**config.mk**
```make
export PLATFORM = sky130hd
export DESIGN_NAME = uisc_top
export DESIGN_NICKNAME = d
export VERILOG_FILES = /design/src/rtl/uisc_pkg.sv /design/src/rtl/uisc_live.sv /design/src/rtl/uisc_thresh.sv /design/src/rtl/uisc_mask.sv /design/src/rtl/uisc_sticky.sv /design/src/rtl/uisc_top.sv
export SDC_FILE = /design/constraint.sdc
export NUM_CORES = 1
export LEC_CHECK = 0
export BUFFER_PORTS_ARGS = -buffer_cell sky130_fd_sc_hd__buf_2
export CAP_MARGIN = 20
export CORE_MARGIN = 2
export CORE_UTILIZATION = 49
export DETAILED_ROUTE_END_ITERATION = 6
export HOLD_SLACK_MARGIN = 0.12
export MAX_ROUTING_LAYER = met4
export PLACE_DENSITY = 0.8
export RECOVER_POWER = 25
export SLEW_MARGIN = 20
export SYNTH_ARGS = -nofsm -noshare
export SYNTH_HDL_FRONTEND = slang
export SYNTH_SLANG_ARGS = --single-unit
```
**constraint.sdc**
```tcl
create_clock -name clk -period 2.1 [get_ports clk]
set_clock_uncertainty 0.05 [all_clocks]
set_input_delay 0.21 -clock clk [delete_from_list [all_inputs] [get_ports clk]]
set_output_delay 0.21 -clock clk [all_outputs]
set_load 0.05 [all_outputs]
```
**src/rtl/uisc_pkg.sv**
```systemverilog
package uisc_pkg;
  localparam int ADDR_W  = 4;
  localparam int DATA_W  = 32;
  localparam int LIVE_W  = 14;
  localparam int EVT_W   = 13;
  localparam int TRIG_RST = 32;

  // register word addresses
  localparam logic [ADDR_W-1:0] A_LIVE   = 4'd0;
  localparam logic [ADDR_W-1:0] A_EVT    = 4'd1;
  localparam logic [ADDR_W-1:0] A_MASK   = 4'd2;
  localparam logic [ADDR_W-1:0] A_MSET   = 4'd3;
  localparam logic [ADDR_W-1:0] A_MCLR   = 4'd4;
  localparam logic [ADDR_W-1:0] A_RXTRIG = 4'd5;
  localparam logic [ADDR_W-1:0] A_TXTRIG = 4'd6;

  // live status bit positions
  localparam int L_RX_TRIG  = 0;
  localparam int L_RX_EMPTY = 1;
  localparam int L_RX_FULL  = 2;
  localparam int L_TX_EMPTY = 3;
  localparam int L_TX_FULL  = 4;
  localparam int L_TX_TRIG  = 13;

  // sticky event bit positions
  localparam int E_RX_OVR   = 5;
  localparam int E_FRAME    = 6;
  localparam int E_PARITY   = 7;
  localparam int E_TIMEOUT  = 8;
  localparam int E_MODEM    = 9;
  localparam int E_TX_TRIG  = 10;
  localparam int E_TX_OVF   = 12;
  localparam int N_PULSE    = 6;

  typedef struct packed {
    logic rx_ovr;
    logic frame;
    logic parity;
    logic timeout;
    logic modem;
    logic tx_ovf;
  } evt_pulse_t;
endpackage

```
**src/rtl/uisc_live.sv**
```systemverilog
module uisc_live
  import uisc_pkg::*;
#(
  parameter int FIFO_DEPTH = 64,
  parameter int CNT_W = $clog2(FIFO_DEPTH + 1)
) (
  input  logic [CNT_W-1:0]  rx_level,
  input  logic [CNT_W-1:0]  tx_level,
  input  logic [CNT_W-1:0]  rx_thr,
  input  logic [CNT_W-1:0]  tx_thr,
  output logic [LIVE_W-1:0] live
);
  localparam logic [CNT_W-1:0] FULL_CNT = CNT_W'(FIFO_DEPTH);

  always_comb begin
    live             = '0;
    live[L_RX_TRIG]  = (rx_level >= rx_thr);
    live[L_RX_EMPTY] = (rx_level == '0);
    live[L_RX_FULL]  = (rx_level == FULL_CNT);
    live[L_TX_EMPTY] = (tx_level == '0);
    live[L_TX_FULL]  = (tx_level == FULL_CNT);
    live[L_TX_TRIG]  = (tx_level >= tx_thr);
  end
endmodule

```
**src/rtl/uisc_thresh.sv**
```systemverilog
module uisc_thresh
  import uisc_pkg::*;
#(
  parameter int CNT_W = 7,
  parameter int N_THR = 2,
  parameter int RST_VAL = TRIG_RST
) (
  input  logic                  clk,
  input  logic                  rst_n,
  input  logic [N_THR-1:0]      wr_sel,
  input  logic [CNT_W-1:0]      wdata,
  output logic [N_THR*CNT_W-1:0] thr
);
  for (genvar g = 0; g < N_THR; g++) begin : g_thr
    logic [CNT_W-1:0] q;
    always_ff @(posedge clk) begin
      if (!rst_n)          q <= CNT_W'(RST_VAL);
      else if (wr_sel[g])  q <= wdata;
    end
    assign thr[g*CNT_W +: CNT_W] = q;
  end
endmodule

```
**src/rtl/uisc_mask.sv**
```systemverilog
module uisc_mask
  import uisc_pkg::*;
(
  input  logic             clk,
  input  logic             rst_n,
  input  logic             set_wr,
  input  logic             clr_wr,
  input  logic [EVT_W-1:0] wdata,
  output logic [EVT_W-1:0] mask_q
);
  always_ff @(posedge clk) begin
    if (!rst_n)      mask_q <= '0;
    else if (set_wr) mask_q <= mask_q | wdata;
    else if (clr_wr) mask_q <= mask_q & ~wdata;
  end
endmodule

```
**src/rtl/uisc_sticky.sv**
```systemverilog
module uisc_sticky
  import uisc_pkg::*;
(
  input  logic             clk,
  input  logic             rst_n,
  input  logic [EVT_W-1:0] set_vec,
  input  logic             clr_wr,
  input  logic [EVT_W-1:0] clr_bits,
  output logic [EVT_W-1:0] sticky_q
);
  for (genvar b = 0; b < EVT_W; b++) begin : g_bit
    always_ff @(posedge clk) begin
      if (!rst_n)           sticky_q[b] <= 1'b0;
      else if (set_vec[b])  sticky_q[b] <= 1'b1;   // set wins
      else if (clr_wr && clr_bits[b]) sticky_q[b] <= 1'b0;
    end
  end
endmodule

```
**src/rtl/uisc_top.sv**
```systemverilog
module uisc_top
  import uisc_pkg::*;
#(
  parameter int FIFO_DEPTH = 64,
  localparam int CNT_W = $clog2(FIFO_DEPTH + 1)
) (
  input  logic              clk,
  input  logic              rst_n,
  input  logic [ADDR_W-1:0] bus_addr,
  input  logic              bus_wr,
  input  logic [DATA_W-1:0] bus_wdata,
  output logic [DATA_W-1:0] bus_rdata,
  input  logic [CNT_W-1:0]  rx_level,
  input  logic [CNT_W-1:0]  tx_level,
  input  logic              evt_rx_overrun,
  input  logic              evt_frame_err,
  input  logic              evt_parity_err,
  input  logic              evt_rx_timeout,
  input  logic              evt_modem,
  input  logic              evt_tx_overflow,
  output logic              irq
);
  localparam int N_THR = 2;

  logic [LIVE_W-1:0]      live;
  logic [EVT_W-1:0]       mask_q;
  logic [EVT_W-1:0]       sticky_q;
  logic [EVT_W-1:0]       set_vec;
  logic [N_THR*CNT_W-1:0] thr;
  logic [CNT_W-1:0]       rx_thr;
  logic [CNT_W-1:0]       tx_thr;
  logic [N_THR-1:0]       thr_wr;
  evt_pulse_t             pulses;
  logic                   unused_wdata;

  assign unused_wdata = ^bus_wdata[DATA_W-1:EVT_W];

  assign thr_wr[0] = bus_wr && (bus_addr == A_RXTRIG);
  assign thr_wr[1] = bus_wr && (bus_addr == A_TXTRIG);
  assign rx_thr = thr[0 +: CNT_W];
  assign tx_thr = thr[CNT_W +: CNT_W];

  uisc_thresh #(.CNT_W(CNT_W), .N_THR(N_THR), .RST_VAL(TRIG_RST)) u_thresh (
    .clk(clk), .rst_n(rst_n), .wr_sel(thr_wr),
    .wdata(bus_wdata[CNT_W-1:0]), .thr(thr)
  );

  uisc_live #(.FIFO_DEPTH(FIFO_DEPTH), .CNT_W(CNT_W)) u_live (
    .rx_level(rx_level), .tx_level(tx_level),
    .rx_thr(rx_thr), .tx_thr(tx_thr), .live(live)
  );

  assign pulses = '{rx_ovr: evt_rx_overrun, frame: evt_frame_err,
                    parity: evt_parity_err, timeout: evt_rx_timeout,
                    modem: evt_modem, tx_ovf: evt_tx_overflow};

  always_comb begin
    set_vec            = '0;
    set_vec[4:0]       = live[4:0];
    set_vec[E_TX_TRIG] = live[L_TX_TRIG];
    set_vec[E_RX_OVR]  = pulses.rx_ovr;
    set_vec[E_FRAME]   = pulses.frame;
    set_vec[E_PARITY]  = pulses.parity;
    set_vec[E_TIMEOUT] = pulses.timeout;
    set_vec[E_MODEM]   = pulses.modem;
    set_vec[E_TX_OVF]  = pulses.tx_ovf;
  end

  uisc_sticky u_sticky (
    .clk(clk), .rst_n(rst_n), .set_vec(set_vec),
    .clr_wr(bus_wr && (bus_addr == A_EVT)),
    .clr_bits(bus_wdata[EVT_W-1:0]), .sticky_q(sticky_q)
  );

  uisc_mask u_mask (
    .clk(clk), .rst_n(rst_n),
    .set_wr(bus_wr && (bus_addr == A_MSET)),
    .clr_wr(bus_wr && (bus_addr == A_MCLR)),
    .wdata(bus_wdata[EVT_W-1:0]), .mask_q(mask_q)
  );

  assign irq = |(mask_q & sticky_q);

  always_comb begin
    bus_rdata = '0;
    case (bus_addr)
      A_LIVE:   bus_rdata = DATA_W'(live);
      A_EVT:    bus_rdata = DATA_W'(sticky_q);
      A_MASK:   bus_rdata = DATA_W'(mask_q);
      A_RXTRIG: bus_rdata = DATA_W'(rx_thr);
      A_TXTRIG: bus_rdata = DATA_W'(tx_thr);
      default:  bus_rdata = '0;
    endcase
  end
endmodule

```
Word level (Yosys, flattened, before mapping)
Index checks and enable logic that the tools add are counted.

Register bits after elaboration: 39. Input bits: 59. Output and inout port bits: 33.

Magnitude comparators: 2. Equal/unequal tests: 8. Multiplexer cells: 27. Bitwise logic cells: 4. Reductions and logical operators: 34.

Operators with widths (count): 14-bit one-hot mux with 5 select lines (1); 13-bit AND (2); 13-bit two-way mux (2); 2-bit nonzero test (13); 1-bit two-way mux (24); 1-bit logical AND (17); 7-bit == test (second input constant) (2); 7-bit >= comparator (2); 7-bit zero test (2); 13-bit inverter (1); 13-bit OR (1); 13-bit OR reduction (1); 4-bit by 3-bit == test with 1-bit output (second input constant) (3); 4-bit by 2-bit == test with 1-bit output (second input constant) (2); 4-bit by 1-bit == test with 1-bit output (second input constant) (1); 4-bit zero test (1).

Depth between registers and ports, before layout
Gate-level depths: netlist of the first run.

Word-level depth: 5. Gate-level depth with buffers: 6. Mapped depth without buffers: 6.

Modules after synthesis
From an unflattened synthesis of the first run, not the netlist that was laid out.

Cell total of the unflattened synthesis: 316. Area total of the unflattened synthesis: 2806.4 um^2.

By module, submodules not included: uisc_top (times used 1, cells each 97, area an instance 725.7 um^2); uisc_mask (times used 1, cells each 56, area an instance 538.0 um^2); uisc_sticky (times used 1, cells each 54, area an instance 536.8 um^2); uisc_thresh (times used 1, cells each 45, area an instance 530.5 um^2); uisc_live (times used 1, cells each 64, area an instance 475.5 um^2).

Least setup slack after synthesis of the first run
Ideal clock, no wire load.

Path type: input to output. Start: input port rx_level[2]. End: output port bus_rdata[1]. Data arrival time: 2.191 ns. Path slack: -0.351 ns. Stages: 4. Buffers on the path: 0. Cells stage by stage: or4_1 nor3_1 nand2_1 o21ai_0.

Word-level cells in the longest chain between the ends: 2.

RTL lines: start, declared (line uisc_top.sv:13) `input logic [CNT_W-1:0] rx_level,`; 7-bit zero test (line uisc_live.sv:18) `live[L_RX_EMPTY] = (rx_level == '0);`; 14-bit one-hot mux with 5 select lines (line uisc_top.sv:86) `case (bus_addr)`; end, declared (line uisc_top.sv:12) `output logic [DATA_W-1:0] bus_rdata,`.

No other way between the ends.

Final worst setup path of the first run
Start: register u_thresh.g_thr[0].q[3]. End: output port bus_rdata[0].

Word-level cells in the longest chain between the ends: 2.

RTL lines: start, declared (line uisc_thresh.sv:15) `logic [CNT_W-1:0] q;`; start signal, assigned (line uisc_thresh.sv:17) `if (!rst_n) q <= CNT_W'(RST_VAL);`; start signal, assigned (line uisc_thresh.sv:18) `else if (wr_sel[g]) q <= wdata;`; 7-bit >= comparator (line uisc_live.sv:17) `live[L_RX_TRIG] = (rx_level >= rx_thr);`; 14-bit one-hot mux with 5 select lines (line uisc_top.sv:86).

No other way between the ends.

==> results of run 1 <==
[power by group through the flow]
| stage | Combinational (mW) | Clock [mW] | Sequential, mW |
|---|---|---|---|
| 2_1_floorplan | 0.230 | 0 | 0.786 |
| 4_1_cts | 0.316 | 0.621 | 0.775 |
| 6_report | 0.325 | 0.615 | 0.776 |
| 3_5_place_dp | 0.294 | 0 | 0.792 |
| 5_1_grt | 0.353 | 0.650 | 0.778 |
| 3_3_place_gp | 0.286 | 0 | 0.792 |
[Yosys cell counts (all sizes together)]
cell,n
a221oi,3
o32a,2
clkbuf,10
o211ai,2
nor4b,1
a2111oi,1
and2,2
o31ai,1
o21a,2
a21oi,6
conb,1
a21boi,13
nor4,1
buf,23
nand3,5
or4,2
nor2,3
a22oi,4
or2b,1
a32o,15
dfxtp,39
nand2b,4
and3,2
o21ai,26
a31oi,7
a21o,3
o22a,2
and2b,2
inv,22
o2bb2ai,1
nand2,36
mux2i,10
nand4,1
ha,14
nor2b,3
a22o,8
a31o,2
nand3b,1
o32ai,1
nor3,5
[routing by layer]
metal | part of all wire | wire length (um)
met3 | 0.082 | 543
met4 | 0.017 | 113
met1 | 0.41 | 2728
met5 | 0 | 0
met2 | 0.49 | 3274
[worst max-delay path by stage]
stage	startpoint	to	slack, ps
2_1_floorplan	rx_level[2]	bus_rdata[1]	20
3_3_place_gp	rx_level[0]	bus_rdata[0]	160
3_5_place_dp	rx_level[0]	bus_rdata[0]	140
4_1_cts	u_thresh.g_thr[0].q[0]$_SDFFE_PN0P_	bus_rdata[0]	6
5_1_grt	u_thresh.g_thr[0].q[2]$_SDFFE_PN0P_	bus_rdata[0]	-50
6_report	u_thresh.g_thr[0].q[3]$_SDFFE_PN0P_	bus_rdata[0]	3
[worst max-delay path, stage by stage (launching register included)]
cell and delay (ps):
dfxtp_2 360, inv_1 50, ha_1 270, o21a_1 120, nor2_1 60, o31ai_2 350, a21o_1 170, buf_6 150
[cell type report]
| type | count | area (sq um) |
|---|---|---|
| well taps | 67 | 83.83 |
| clock inverters | 2 | 37.54 |
| flip-flops and latches | 39 | 785.8 |
| clock buffers | 5 | 68.82 |
| fillers | 436 | 1754 |
| multi-input cells | 210 | 1471 |
| repair buffers | 77 | 470.5 |
| inverters | 22 | 82.58 |
[what timing repair did]
action                     in CTS  in global routing
hold buffers                    9                  0
setup endpoints to repair       2                  2
gates cloned                    0                  0
setup buffers                   0                  1
pin swaps                       2                  3
hold endpoints to repair       10                  0
gates resized for setup         8                  8
[cells by family (layout without fill, tap and decap cells)]
family	count (synthesis)	count (layout)
adders and majority gates	14	14
AOI/OAI and AO/OA	99	99
muxes	10	10
buffers and inverters	55	106
other	1	18
DFF	39	39
and+or+nand+nor	69	69
[metrics by stage]
step                TNS (ps)  power, mW
global route          -49.40      1.781
detailed placement         0      1.086
global placement           0      1.078
CTS                        0      1.711
floorplan                  0      1.016
finish                     0      1.716
==> impl_metrics.env, run 1 <==
export IMPL_maxSlewViolCount=0
export IMPL_holdPathEnd="u_sticky.sticky_q[8]$_SDFFE_PN0P_"
export IMPL_synthTopCellsByArea="dfxtp_1, ha_1, a32o_1, buf_4, nand2_1"
export IMPL_vias=2418
export IMPL_yosysWarnings=0
export IMPL_synth_top_family_by_area="compound AO/OA/AOI/OAI gates"
export IMPL_insertion_delay_ps=290
export IMPL_sequentialPowerShare=0.452
export IMPL_layout_common_cells="buf_2, nand2_1, dfxtp_1, inv_1, o21ai_0"
export IMPL_crit_fanout=3
export IMPL_hold_viol=0
export IMPL_yosys_area_share_adder=0.07183
export IMPL_fp_dieH_um=74.55
export IMPL_final_common_cell="buf_2"
export IMPL_drtPass1Iterations=4
export IMPL_setup_ws_ps=2.658
export IMPL_grt_antenna_before_repair=0
export IMPL_viasPerCell=5.730
export IMPL_routedWlPerCell_um=15.78
export IMPL_top_usage_layer="met2"
export IMPL_relSlewSlack=0.5821
export IMPL_min_from="evt_rx_timeout"
export IMPL_cts_buffer_depth=2
export IMPL_place_area_sq_um=2746
export IMPL_synth_seq_cells=39
export IMPL_drt_first_iter_violations=197
export IMPL_fin_crit_ps=2097
export IMPL_setup_violations=0
export IMPL_hold_depth=3
export IMPL_cp_start_kind="register"
export IMPL_r2r_end="u_sticky.sticky_q[0]$_SDFFE_PN0P_"
export IMPL_p_clk_frac=0.358
export IMPL_syn_to_final_growth_pct=23.04
export IMPL_dp_slack_ps=140.8
export IMPL_timing_fmax_mhz=476.8
export IMPL_worstRegToRegCells=5
export IMPL_hold_slack_ps=125.2
export IMPL_arrival_ps=1840
export IMPL_p_comb_frac=0.190
export IMPL_drt_wl_total_mm=6.659
export IMPL_antenna_left=0
export IMPL_synthesis_instances=287
export IMPL_fin_area_sq_um=3000
export IMPL_port_buffers=54
export IMPL_p_sw_frac=0.2916
export IMPL_gp_congestion=0.8519
export IMPL_p_switching_uw=500.5
export IMPL_worst_slew_pin_slew_ps=626.9
export IMPL_synthXorXnorAreaFrac=0
export IMPL_peakVddDrop_uv=403.2
export IMPL_syn_avg_cell_area_sq_um=8.497
export IMPL_drive_gt1_frac=0.2507
export IMPL_power_internal_mw=1.216
export IMPL_powerDensity_nw_per_um2=572.0
export IMPL_utilization=0.6311
export IMPL_dp_cells=405
export IMPL_rows=25
export IMPL_period_share=0.9987
export IMPL_cts_root_buf="clkbuf_8"
export IMPL_cp_required_ps=1840
export IMPL_synth_seq_area_share=0.3202
export IMPL_clkSlewWorstSetupHoldPaths_ps=80
export IMPL_ys_types=47
export IMPL_dpl_hpwl_mm=4.879
export IMPL_leakage_nw=1.278
export IMPL_coreArea_sq_um=4755
export IMPL_drc=0
export IMPL_grt_use_met3=0.03794
export IMPL_grt_use_met2=0.4081
export IMPL_insertedDiodeCount=0
export IMPL_die_w_um=74.55
export IMPL_die_area_sq_um=5557
export IMPL_overflow=0
export IMPL_hold_class="in2reg"
export IMPL_synthSimpleGateAreaFrac=0.1488
export IMPL_netlist_area_sq_um=2439
export IMPL_numCtsBuffers=5
export IMPL_status="complete, no violations"
export IMPL_io_pins=92
export IMPL_numClockSinks=39
export IMPL_grt_max_degree=30
export IMPL_cts_tree="yes"
export IMPL_synthMuxAreaShare=0.04105
export IMPL_start_util=0.5129
export IMPL_rrSetupSlack_ps=540
export IMPL_grt_pass1_wl_mm=10.47
export IMPL_r2r_start="u_thresh.g_thr[0].q[0]$_SDFFE_PN0P_"
export IMPL_grt_use_total=0.2537
export IMPL_synth_top_area_frac=0.3202
export IMPL_synth_compound_area_frac=0.2950
export IMPL_synth_area_leader_cell="dfxtp_1"
export IMPL_rsz0062_at_grt="true"
export IMPL_worstSetupPathType="reg2out"
export IMPL_nNetsFinal=428
export IMPL_grt_pass1_vias=2228
export IMPL_fin_cells=422
export IMPL_maxCapViolations=0
export IMPL_end_kind="output port"
export IMPL_grt_use_met1=0.3286
export IMPL_htree_num_levels=2
Note: power is estimated with default switching activity, not from simulation.
==> run 2: changes to the inputs <==
--- a/config.mk
+++ b/config.mk
@@ -14,6 +14,7 @@
 export MAX_ROUTING_LAYER = met4
 export PLACE_DENSITY = 0.8
 export RECOVER_POWER = 25
+export REMOVE_ABC_BUFFERS = 1
 export SLEW_MARGIN = 20
 export SYNTH_ARGS = -nofsm -noshare
 export SYNTH_HDL_FRONTEND = slang
==> run 2 against run 1 <==
Setup slack improved by 10 ps; clock power fell by 9.4%; via count fell by 0.37%; critical path type unchanged; combinational power rose by 1%; total power fell by 3.3%; critical endpoint unchanged; critical path depth fell by 1.
==> impl_metrics.env, run 2 (same netlist as run 1, synthesis figures left out) <==
export IMPL_grt_use_total=0.2522
export IMPL_htree_num_levels=2
export IMPL_numCtsBuffers=5
export IMPL_p_clk_frac=0.336
export IMPL_drt_wl_total_mm=6.377
export IMPL_hold_class="in2reg"
export IMPL_cts_tree="yes"
export IMPL_p_comb_frac=0.198
export IMPL_utilization=0.6374
export IMPL_clkSlewWorstSetupHoldPaths_ps=80
export IMPL_viasPerCell=5.629
export IMPL_worstSetupPathType="reg2out"
export IMPL_setup_ws_ps=12.87
export IMPL_die_w_um=74.55
export IMPL_hold_viol=0
export IMPL_final_common_cell="buf_2"
export IMPL_grt_max_degree=45
export IMPL_hold_slack_ps=138.4
export IMPL_p_switching_uw=487.7
export IMPL_p_sw_frac=0.2938
export IMPL_fin_crit_ps=2087
export IMPL_worst_slew_pin_slew_ps=666.7
export IMPL_drc=0
export IMPL_antenna_left=0
export IMPL_gp_congestion=0.8748
export IMPL_status="complete, no violations"
export IMPL_sequentialPowerShare=0.466
export IMPL_insertedDiodeCount=0
export IMPL_dp_slack_ps=82.55
export IMPL_routedWlPerCell_um=14.90
export IMPL_drt_first_iter_violations=182
export IMPL_fp_dieH_um=74.55
export IMPL_dpl_hpwl_mm=4.669
export IMPL_cp_required_ps=1840
export IMPL_power_internal_mw=1.172
export IMPL_end_kind="output port"
export IMPL_finalSetupTns_ps=0
export IMPL_numClockSinks=39
export IMPL_cp_start_kind="register"
export IMPL_period_share=0.9939
export IMPL_maxCapViolations=0
export IMPL_grt_pass1_wl_mm=10.27
export IMPL_grt_antenna_before_repair=0
export IMPL_syn_to_final_growth_pct=24.27
export IMPL_grt_pass1_vias=2169
export IMPL_rows=25
export IMPL_relSlewSlack=0.5521
export IMPL_insertion_delay_ps=290
export IMPL_fin_cells=428
export IMPL_vias=2409
export IMPL_start_util=0.5129
export IMPL_crit_fanout=3
export IMPL_layout_common_cells="buf_2, dfxtp_1, nand2_1, o21ai_0, inv_1"
export IMPL_cts_root_buf="clkbuf_8"
export IMPL_cts_buffer_depth=2
export IMPL_dp_cells=406
export IMPL_overflow=0
export IMPL_peakVddDrop_uv=344.1
export IMPL_rrSetupSlack_ps=460
export IMPL_powerDensity_nw_per_um2=547.8
export IMPL_leakage_nw=1.291
export IMPL_drtPass1Iterations=4
export IMPL_timing_fmax_mhz=479.1
export IMPL_nNetsFinal=433
export IMPL_setup_violations=0
export IMPL_coreArea_sq_um=4755
export IMPL_port_buffers=54
export IMPL_drive_gt1_frac=0.2382
export IMPL_die_area_sq_um=5557
export IMPL_rsz0062_at_grt="true"
export IMPL_arrival_ps=1830
export IMPL_maxSlewViolCount=0
export IMPL_io_pins=92
[run 2: cell count changes in the layout (fill, tap and decap cells not counted), sizes merged]
cell         previous run  this run
clkinvlp                1         0
buf                    66        64
bufinv                  1         0
dlygate4sd3             9        13
clkbuf                  7        13
[run 2: cell type report]
| cell class | count | area [sq um] |
|---|---|---|
| inverter | 22 | 82.58 |
| sequential | 39 | 784.5 |
| tap | 67 | 83.83 |
| clock buffer | 8 | 100.1 |
| fill | 419 | 1724 |
| timing repair buffer | 82 | 503.0 |
| multi-input combinational | 210 | 1476 |
[run 2: final timing paths]
path                                  startpoint                                 to  cells past startpoint
max reg2reg  u_thresh.g_thr[0].q[0]$_SDFFE_PN0P_  u_sticky.sticky_q[0]$_SDFFE_PN0P_                      6
min                                evt_frame_err  u_sticky.sticky_q[6]$_SDFFE_PN0P_                      3
max          u_thresh.g_thr[0].q[0]$_SDFFE_PN0P_                       bus_rdata[0]                      6
min reg2reg                             register                           register                      1
[run 2: power by group through the flow]
stage / logic [mW] / clock network (mW) / registers, mW
6_report: 0.329 / 0.557 / 0.774
5_1_grt: 0.358 / 0.593 / 0.776
4_1_cts: 0.317 / 0.570 / 0.774
3_3_place_gp: 0.285 / 0 / 0.791
3_5_place_dp: 0.292 / 0 / 0.791
2_1_floorplan: 0.178 / 0 / 0.786
[run 2: layer usage]
metal  track usage  up-vias  routed length (um)
met2        0.4208       99                3116
met1        0.3180     1143                2709
met5             -        -                   0
li1              -     1157                   -
met3       0.03930       10                 456
met4       0.06746        0                  95
[run 2: through the flow]
stage          instance area [sq um]  power (mW)
5_1_grt                         3030       1.726
3_3_place_gp                    2748       1.076
3_5_place_dp                    2748       1.083
6_report                        3030       1.660
4_1_cts                         2992       1.661
2_1_floorplan                   2288      0.9634
[run 2: critical path, cell delays in order, from the launching register on]
cell and delay, ps:
dfxtp_4 360, ha_4 200, nand2b_4 140, a2111oi_4 360
o31ai_2 120, a21o_1 200, buf_6 150
[run 2: timing repair]
item,4_1_cts,5_1_grt
buffers inserted,0,1
pin swaps,3,3
hold buffers,13,0
resized for setup,6,9
setup endpoints to repair,2,2
endpoints found under the hold margin,12,0
